### config.mk
export PLATFORM = sky130hd
export DESIGN_NAME = supply_hop_ctrl
export DESIGN_NICKNAME = d
export VERILOG_FILES = /design/src/rtl/supply_hop_pkg.sv /design/src/rtl/supply_hop_control.sv /design/src/rtl/supply_hop_datapath.sv /design/src/rtl/supply_hop_thermo.sv /design/src/rtl/supply_hop_ctrl.sv
export SDC_FILE = /design/constraint.sdc
export NUM_CORES = 1
export LEC_CHECK = 0
export ABC_AREA = 1
export ABC_CLOCK_PERIOD_IN_PS = 13270
export BUFFER_PORTS_ARGS = -buffer_cell sky130_fd_sc_hd__buf_2
export CAP_MARGIN = 10
export CORE_ASPECT_RATIO = 1.1
export CORE_MARGIN = 2
export CORE_UTILIZATION = 45
export CTS_BUF_LIST = sky130_fd_sc_hd__clkbuf_4 sky130_fd_sc_hd__clkbuf_8
export CTS_CLUSTER_SIZE = 30
export DETAILED_ROUTE_END_ITERATION = 8
export PLACE_DENSITY = 0.59
export SLEW_MARGIN = 20
export SYNTH_ARGS = -nofsm -noshare
export SYNTH_HDL_FRONTEND = slang
export SYNTH_SLANG_ARGS = --single-unit
### constraint.sdc
create_clock -name clk -period 13.27 [get_ports clk]
set_input_delay 3.981 -clock clk [delete_from_list [all_inputs] [get_ports clk]]
set_output_delay 3.981 -clock clk [all_outputs]
set_load 0.02 [all_outputs]
### src/rtl/supply_hop_pkg.sv
package supply_hop_pkg;

  // Clamp choice sent from the control to the datapath; exactly one is set.
  typedef struct packed {
    logic takeFloor;
    logic takeCeil;
    logic takeCand;
  } clampSel_t;

endpackage

### src/rtl/supply_hop_control.sv
module supply_hop_control
  import supply_hop_pkg::*;
(
  input  logic      clk,
  input  logic      rstN,
  input  logic      belowMin,
  input  logic      aboveMax,
  output clampSel_t sel
);

  always_comb begin
    sel = '0;
    if (belowMin)      sel.takeFloor = 1'b1;
    else if (aboveMax) sel.takeCeil  = 1'b1;
    else               sel.takeCand  = 1'b1;
  end

  // the datapath always gets exactly one clamp choice
  a_r2_one_choice: assert property (@(posedge clk) disable iff (!rstN)
    $onehot({sel.takeFloor, sel.takeCeil, sel.takeCand}));

endmodule

### src/rtl/supply_hop_datapath.sv
module supply_hop_datapath
  import supply_hop_pkg::*;
#(
  parameter int NUM_SW  = 16,
  parameter int V_W     = 10,
  parameter int GAIN_W  = 12,
  parameter int FRAC    = 8,
  parameter int FB_DLY  = 1,
  parameter int ERR_DLY = 1,
  localparam int CW     = $clog2(NUM_SW + 1)
)(
  input  logic                     clk,
  input  logic                     rstN,
  input  logic [V_W-1:0]           vCore,
  input  logic [V_W-1:0]           vRef,
  input  logic signed [GAIN_W-1:0] gainDiff,
  input  logic signed [GAIN_W-1:0] gainErr,
  input  clampSel_t                sel,
  output logic                     belowMin,
  output logic                     aboveMax,
  output logic [CW-1:0]            count
);

  localparam int D  = FB_DLY + ERR_DLY;
  localparam int EW = V_W + 1;
  localparam int DW = V_W + 2;
  localparam int PW = DW + GAIN_W;
  localparam int SW = PW + 1;
  localparam int RW = SW + 1;
  localparam int XW = RW + 1;
  localparam logic [SW-1:0] HALF = SW'(1) << (FRAC - 1);
  localparam logic signed [XW-1:0] MIN_C = XW'(1);
  localparam logic signed [XW-1:0] MAX_C = XW'(NUM_SW);

  // Error sample and its history: errReg[j] holds e[k-1-j]
  logic signed [EW-1:0] eNow;
  logic signed [EW-1:0] errReg [0:D];
  logic signed [EW-1:0] eTap   [0:D+1];

  assign eNow = $signed({1'b0, vRef}) - $signed({1'b0, vCore});

  always_ff @(posedge clk or negedge rstN) begin
    if (!rstN) begin
      for (int j = 0; j <= D; j++) errReg[j] <= '0;
    end else begin
      errReg[0] <= eNow;
      for (int j = 1; j <= D; j++) errReg[j] <= errReg[j-1];
    end
  end

  always_comb begin
    eTap[0] = eNow;
    for (int j = 1; j <= D + 1; j++) eTap[j] = errReg[j-1];
  end

  // Control law terms
  logic signed [EW-1:0] eA, eB;
  logic signed [DW-1:0] dE;
  logic signed [PW-1:0] prodD, prodE;
  logic signed [SW-1:0] sumT;
  logic        [SW-1:0] mag, rMag;
  logic signed [RW-1:0] rounded;

  assign eA    = eTap[D];
  assign eB    = eTap[D+1];
  assign dE    = DW'(eA) - DW'(eB);
  assign prodD = PW'(dE) * PW'(gainDiff);
  assign prodE = PW'(eA) * PW'(gainErr);
  assign sumT  = SW'(prodD) + SW'(prodE);

  // Round half away from zero on the magnitude, then restore the sign
  assign mag     = sumT[SW-1] ? SW'(-sumT) : SW'(sumT);
  assign rMag    = (mag + HALF) >> FRAC;
  assign rounded = sumT[SW-1] ? -$signed({1'b0, rMag}) : $signed({1'b0, rMag});

  // Count history: uHist[j] holds u[k-1-j]
  logic [CW-1:0] uHist [0:FB_DLY-1];
  logic [CW-1:0] uOld;
  logic signed [XW-1:0] cand;
  logic [CW-1:0] nextCount;

  assign uOld     = uHist[FB_DLY-1];
  assign cand     = XW'(rounded) + $signed({{(XW-CW){1'b0}}, uOld});
  assign belowMin = cand < MIN_C;
  assign aboveMax = cand > MAX_C;

  always_comb begin
    nextCount = cand[CW-1:0];
    if (sel.takeFloor)     nextCount = CW'(1);
    else if (sel.takeCeil) nextCount = CW'(NUM_SW);
  end

  always_ff @(posedge clk or negedge rstN) begin
    if (!rstN) begin
      for (int j = 0; j < FB_DLY; j++) uHist[j] <= CW'(1);
    end else begin
      uHist[0] <= nextCount;
      for (int j = 1; j < FB_DLY; j++) uHist[j] <= uHist[j-1];
    end
  end

  assign count = uHist[0];

  // a sum under the floor lands exactly on one switch
  a_r8_floor: assert property (@(posedge clk) disable iff (!rstN)
    belowMin |=> (count == CW'(1)));

  // a sum over the ceiling lands exactly on all switches
  a_r9_ceiling: assert property (@(posedge clk) disable iff (!rstN)
    aboveMax |=> (count == CW'(NUM_SW)));

  // a correction that rounds to zero repeats the delayed count
  a_r3_zero_term: assert property (@(posedge clk) disable iff (!rstN)
    (rounded == '0) |=> (count == $past(uOld)));

endmodule

### src/rtl/supply_hop_thermo.sv
module supply_hop_thermo #(
  parameter int NUM_SW = 16,
  localparam int CW    = $clog2(NUM_SW + 1)
)(
  input  logic [CW-1:0]     count,
  output logic [NUM_SW-1:0] en
);

  for (genvar i = 0; i < NUM_SW; i++) begin : g_bit
    assign en[i] = count > CW'(i);
  end

endmodule

### src/rtl/supply_hop_ctrl.sv
module supply_hop_ctrl
  import supply_hop_pkg::*;
#(
  parameter int NUM_SW  = 16,
  parameter int V_W     = 10,
  parameter int GAIN_W  = 12,
  parameter int FRAC    = 8,
  parameter int FB_DLY  = 1,
  parameter int ERR_DLY = 1,
  localparam int CW     = $clog2(NUM_SW + 1)
)(
  input  logic                     clk,
  input  logic                     rstN,
  input  logic [V_W-1:0]           vCore,
  input  logic [V_W-1:0]           vRef,
  input  logic signed [GAIN_W-1:0] gainDiff,
  input  logic signed [GAIN_W-1:0] gainErr,
  output logic [CW-1:0]            switchCount,
  output logic [NUM_SW-1:0]        switchEn
);

  clampSel_t sel;
  logic belowMin, aboveMax;

  supply_hop_datapath #(
    .NUM_SW(NUM_SW), .V_W(V_W), .GAIN_W(GAIN_W), .FRAC(FRAC),
    .FB_DLY(FB_DLY), .ERR_DLY(ERR_DLY)
  ) dp (
    .clk(clk), .rstN(rstN), .vCore(vCore), .vRef(vRef),
    .gainDiff(gainDiff), .gainErr(gainErr), .sel(sel),
    .belowMin(belowMin), .aboveMax(aboveMax), .count(switchCount)
  );

  supply_hop_control ctl (
    .clk(clk), .rstN(rstN), .belowMin(belowMin), .aboveMax(aboveMax), .sel(sel)
  );

  supply_hop_thermo #(.NUM_SW(NUM_SW)) th (
    .count(switchCount), .en(switchEn)
  );

  // count stays within one and the switch total
  a_r2_count_range: assert property (@(posedge clk) disable iff (!rstN)
    (switchCount >= CW'(1)) && (switchCount <= CW'(NUM_SW)));

  // enables form a thermometer code whose population is the count
  a_r6_thermo_shape: assert property (@(posedge clk) disable iff (!rstN)
    (($countones(switchEn) == int'(switchCount)) &&
     ((switchEn & (switchEn + NUM_SW'(1))) == '0)));

endmodule

==> impl_results.md <==
- Final Setup Violations: 0
- Initial antenna violation count: 1
- Root buffer cell: clkbuf_8
- H-tree depth: 2
- TritonCTS buffer count: 5
- Fin crit share: 0.971
- Buffers & Inverters on Critical Path: 14
- GRT Overall Usage: 0.226
- Worst path top cell family by delay: adder cells
- Antenna viol nets, final: 0
- RR Startpoint: dp.eA[1]
- Starting Density: 0.455
- Crit end category: flop
- Synthesized area: 16800 um^2
- Fin area: 18600 um^2
- Gr ovfl total: 0
- Required @ worst endpoint: 13.53 ns
- Post-synth EDFFs: 0
- Fin. max-slew vios: 0
- Synth Area in Compound Gates: 0.0250
- Num rows: 74
- Layout cells sized above 1: 0.138
- Hpwl dp: 36700 um
- PortBufs: 66
- Avg Cell Area, Syn: 7.25 um^2
- Core Area: 36900 um^2
- Syn_nets: 2806
- Die ar.: 38900 um^2
- Hold Path Class: reg -> reg
- First-pass GRT wire length: 70500 um
- Post-synthesis cell count: 2317
- WHS: 0.343 ns
- Max_slew headroom: 0.393
- Worst-case clock buffer depth: 2
- CTS tree: built
- Number of global-route vias before repair: 14517
- RD Place Congestion: 0.855
- Clock Pin Slew Worst Setup and Hold Paths: 0.10 ns
- Levels on crit path: 54
- Final TNS setup: 0 ns
- CP Launch Type: primary input
- Fin crit period: 12.88 ns
- Area Overhead vs Synth: 11.0%
- Reg2reg setup slack: 1.34 ns
- Largest net degree at the start of global routing: 48
- Worst path max stage delay: 0.59 ns
- Crit path launch: gainDiff[2]
- Post-synth cell types: 44
- DRC viols: 0
- Synth Area in Adders: 0.476
- R2r worst-path depth: 67
- Filler instances: 3672
- Max_cap viols: 0
- Drt total wl: 41200 um
- 1st-pass router iterations: 6
- Drt wl/cell: 14.0 um
- Most used DFF post-synth: dfrtp_1
- Initial drt markers: 876
- IO Pins: 67
- Worst skew pair latency: 0.32 ns
- Synth Area in Simple Gates: 0.263
- R2r endpoint: dp.count[1]
- CTS sink cnt: 38
- Post-synthesis xor/xnor area fraction: 0.0162
- Warnings from Yosys: 0
- Post-synthesis mux area share: 0
- Asr flop ratio synth: 1.00
- Cts hold-fix bufs: 0
- Most common cell on crit path: inv_1
- Critical Path End: dp.count[1]
- Skew final: 0.0185 ns
- Final net count: 2935
- CP max-delay cell: fa_2
- Final Hold Vio Count: 0
- Worst-margin pin slew: 0.910 ns
- Placed Area: 18100 um^2
- Status: complete, no violations
- Worst setup path category: in -> reg
- Sequential cell area fraction in the yosys report: 0.0567
- Largest family of logic cells by synthesized area: adder cells
- Highest Clock Rate: 0.0776 GHz
- Yosys reg bits: 38
- Die H: 207 um
- Chip Width: 188 um
- Crit path DAT: 13.14 ns
- Vias: 14006
- Vias/cell: 4.76
- Worst Path Max Fanout: 7
==> cell families after synthesis <==
group / after synthesis
compound gates: 74
xor+xnor: 31
fa+ha+maj: 443
buf+inv: 724
flops: 38
simple gates: 1007
==> routing by layer <==
metal / vias to the layer above / global-route usage / share of wire
met4: 0 / 0.0337 / 0.012
met2: 244 / 0.414 / 0.50
met5: - / 0 / 0
met1: 6842 / 0.306 / 0.45
met3: 22 / 0.00795 / 0.033
li1: 6898 / - / -
==> through the flow <==
| stage | util | instances | worst slack, ns |
|---|---|---|---|
| 6_report | 0.505 | 2942 | 0.389 |
| 5_1_grt | 0.505 | 2942 | -0.205 |
| 4_1_cts | 0.493 | 2922 | 0.160 |
| 3_5_place_dp | 0.491 | 2914 | -0.118 |
| 3_3_place_gp | 0.491 | 2913 | 0.0434 |
| 2_1_floorplan | - | 2317 | 0.0458 |
==> registers in the layout, indices dropped and copies added (netlist names) <==
register and count:
dp.eA 11, dp.eB 11, dp.eTap 11, dp.count 5
==> how the worst min path moves through the flow <==
stage | startpoint | to | slack [ns] | cells after the start
after global placement | dp.eTap[23] | dp.eA[1] | 0.33 | 0
after detailed placement | dp.eTap[27] | dp.eA[5] | 0.33 | 0
after global routing | dp.eTap[25] | dp.eA[3] | 0.35 | 0
after floorplan | dp.eTap[22] | dp.eA[0] | 0.33 | 0
after CTS | dp.eTap[25] | dp.eA[3] | 0.35 | 0
final | dp.eTap[25] | dp.eA[3] | 0.34 | 0
==> area by class of cell <==
type                    instances  area (um^2)  share of cell area
flip-flops and latches         38          952              0.0511
inverters                     690         2610               0.140
diodes                          1         2.50            0.000134
clock buffers                   6         82.6             0.00443
repair buffers                156         1030              0.0554
multi-input cells            1555        13300               0.715
well taps                     494          618              0.0331
clock inverters                 2         12.5            0.000671
==> cells in the mapped netlist (3+ instances only) <==
cell type | number | area (um^2)
a21oi_1 | 34 | 170
o21ai_1 | 5 | 25.0
or2_2 | 15 | 93.8
nand3b_1 | 8 | 60.1
clkinv_1 | 6 | 22.5
xnor2_1 | 7 | 61.3
nand2_2 | 38 | 238
inv_2 | 14 | 52.6
nor2_1 | 186 | 698
clkbuf_1 | 29 | 109
nand4_1 | 18 | 113
a21oi_2 | 3 | 26.3
nand3_2 | 9 | 90.1
nor2_2 | 22 | 138
xor2_1 | 24 | 210
fa_1 | 327 | 6550
dfrtp_1 | 37 | 926
nor3_1 | 6 | 30.0
nand3_1 | 123 | 616
nand2_4 | 7 | 78.8
nor2_4 | 5 | 56.3
o21ai_0 | 22 | 110
nand2_1 | 562 | 2110
ha_1 | 116 | 1450
inv_1 | 670 | 2510
==> placed cells by master (no fill, tap or decap), types with 18 or more instances in the layout <==
cell / count
buf_4: 85
nand2_1: 557
inv_2: 19
xor2_1: 24
nor2_2: 27
a21oi_1: 31
fa_1: 322
nand4_1: 18
inv_1: 661
dfrtp_1: 37
nand2_2: 42
nand3_1: 116
nor2_1: 176
ha_1: 108
o21ai_0: 18
buf_2: 66
==> timing repair <==
item | 4_1_cts | 5_1_grt
buffers inserted | 0 | 19
endpoints found under the setup margin | 0 | 5
resized for setup | 0 | 72
==> worst reg2reg max path: cells and delay by family, from the launching register on <==
kind,cells,cell delay (ns)
AO/OA/AOI/OAI,14,2.06
XOR/XNOR,1,0.20
adder cells (fa/ha/maj),12,4.98
buffers and inverters,14,1.38
flip-flops,1,0.78
AND/OR/NAND/NOR,26,2.49
Power is not shown: default switching activity piles up to over one toggle a cycle in this logic, so the estimate is an artifact.
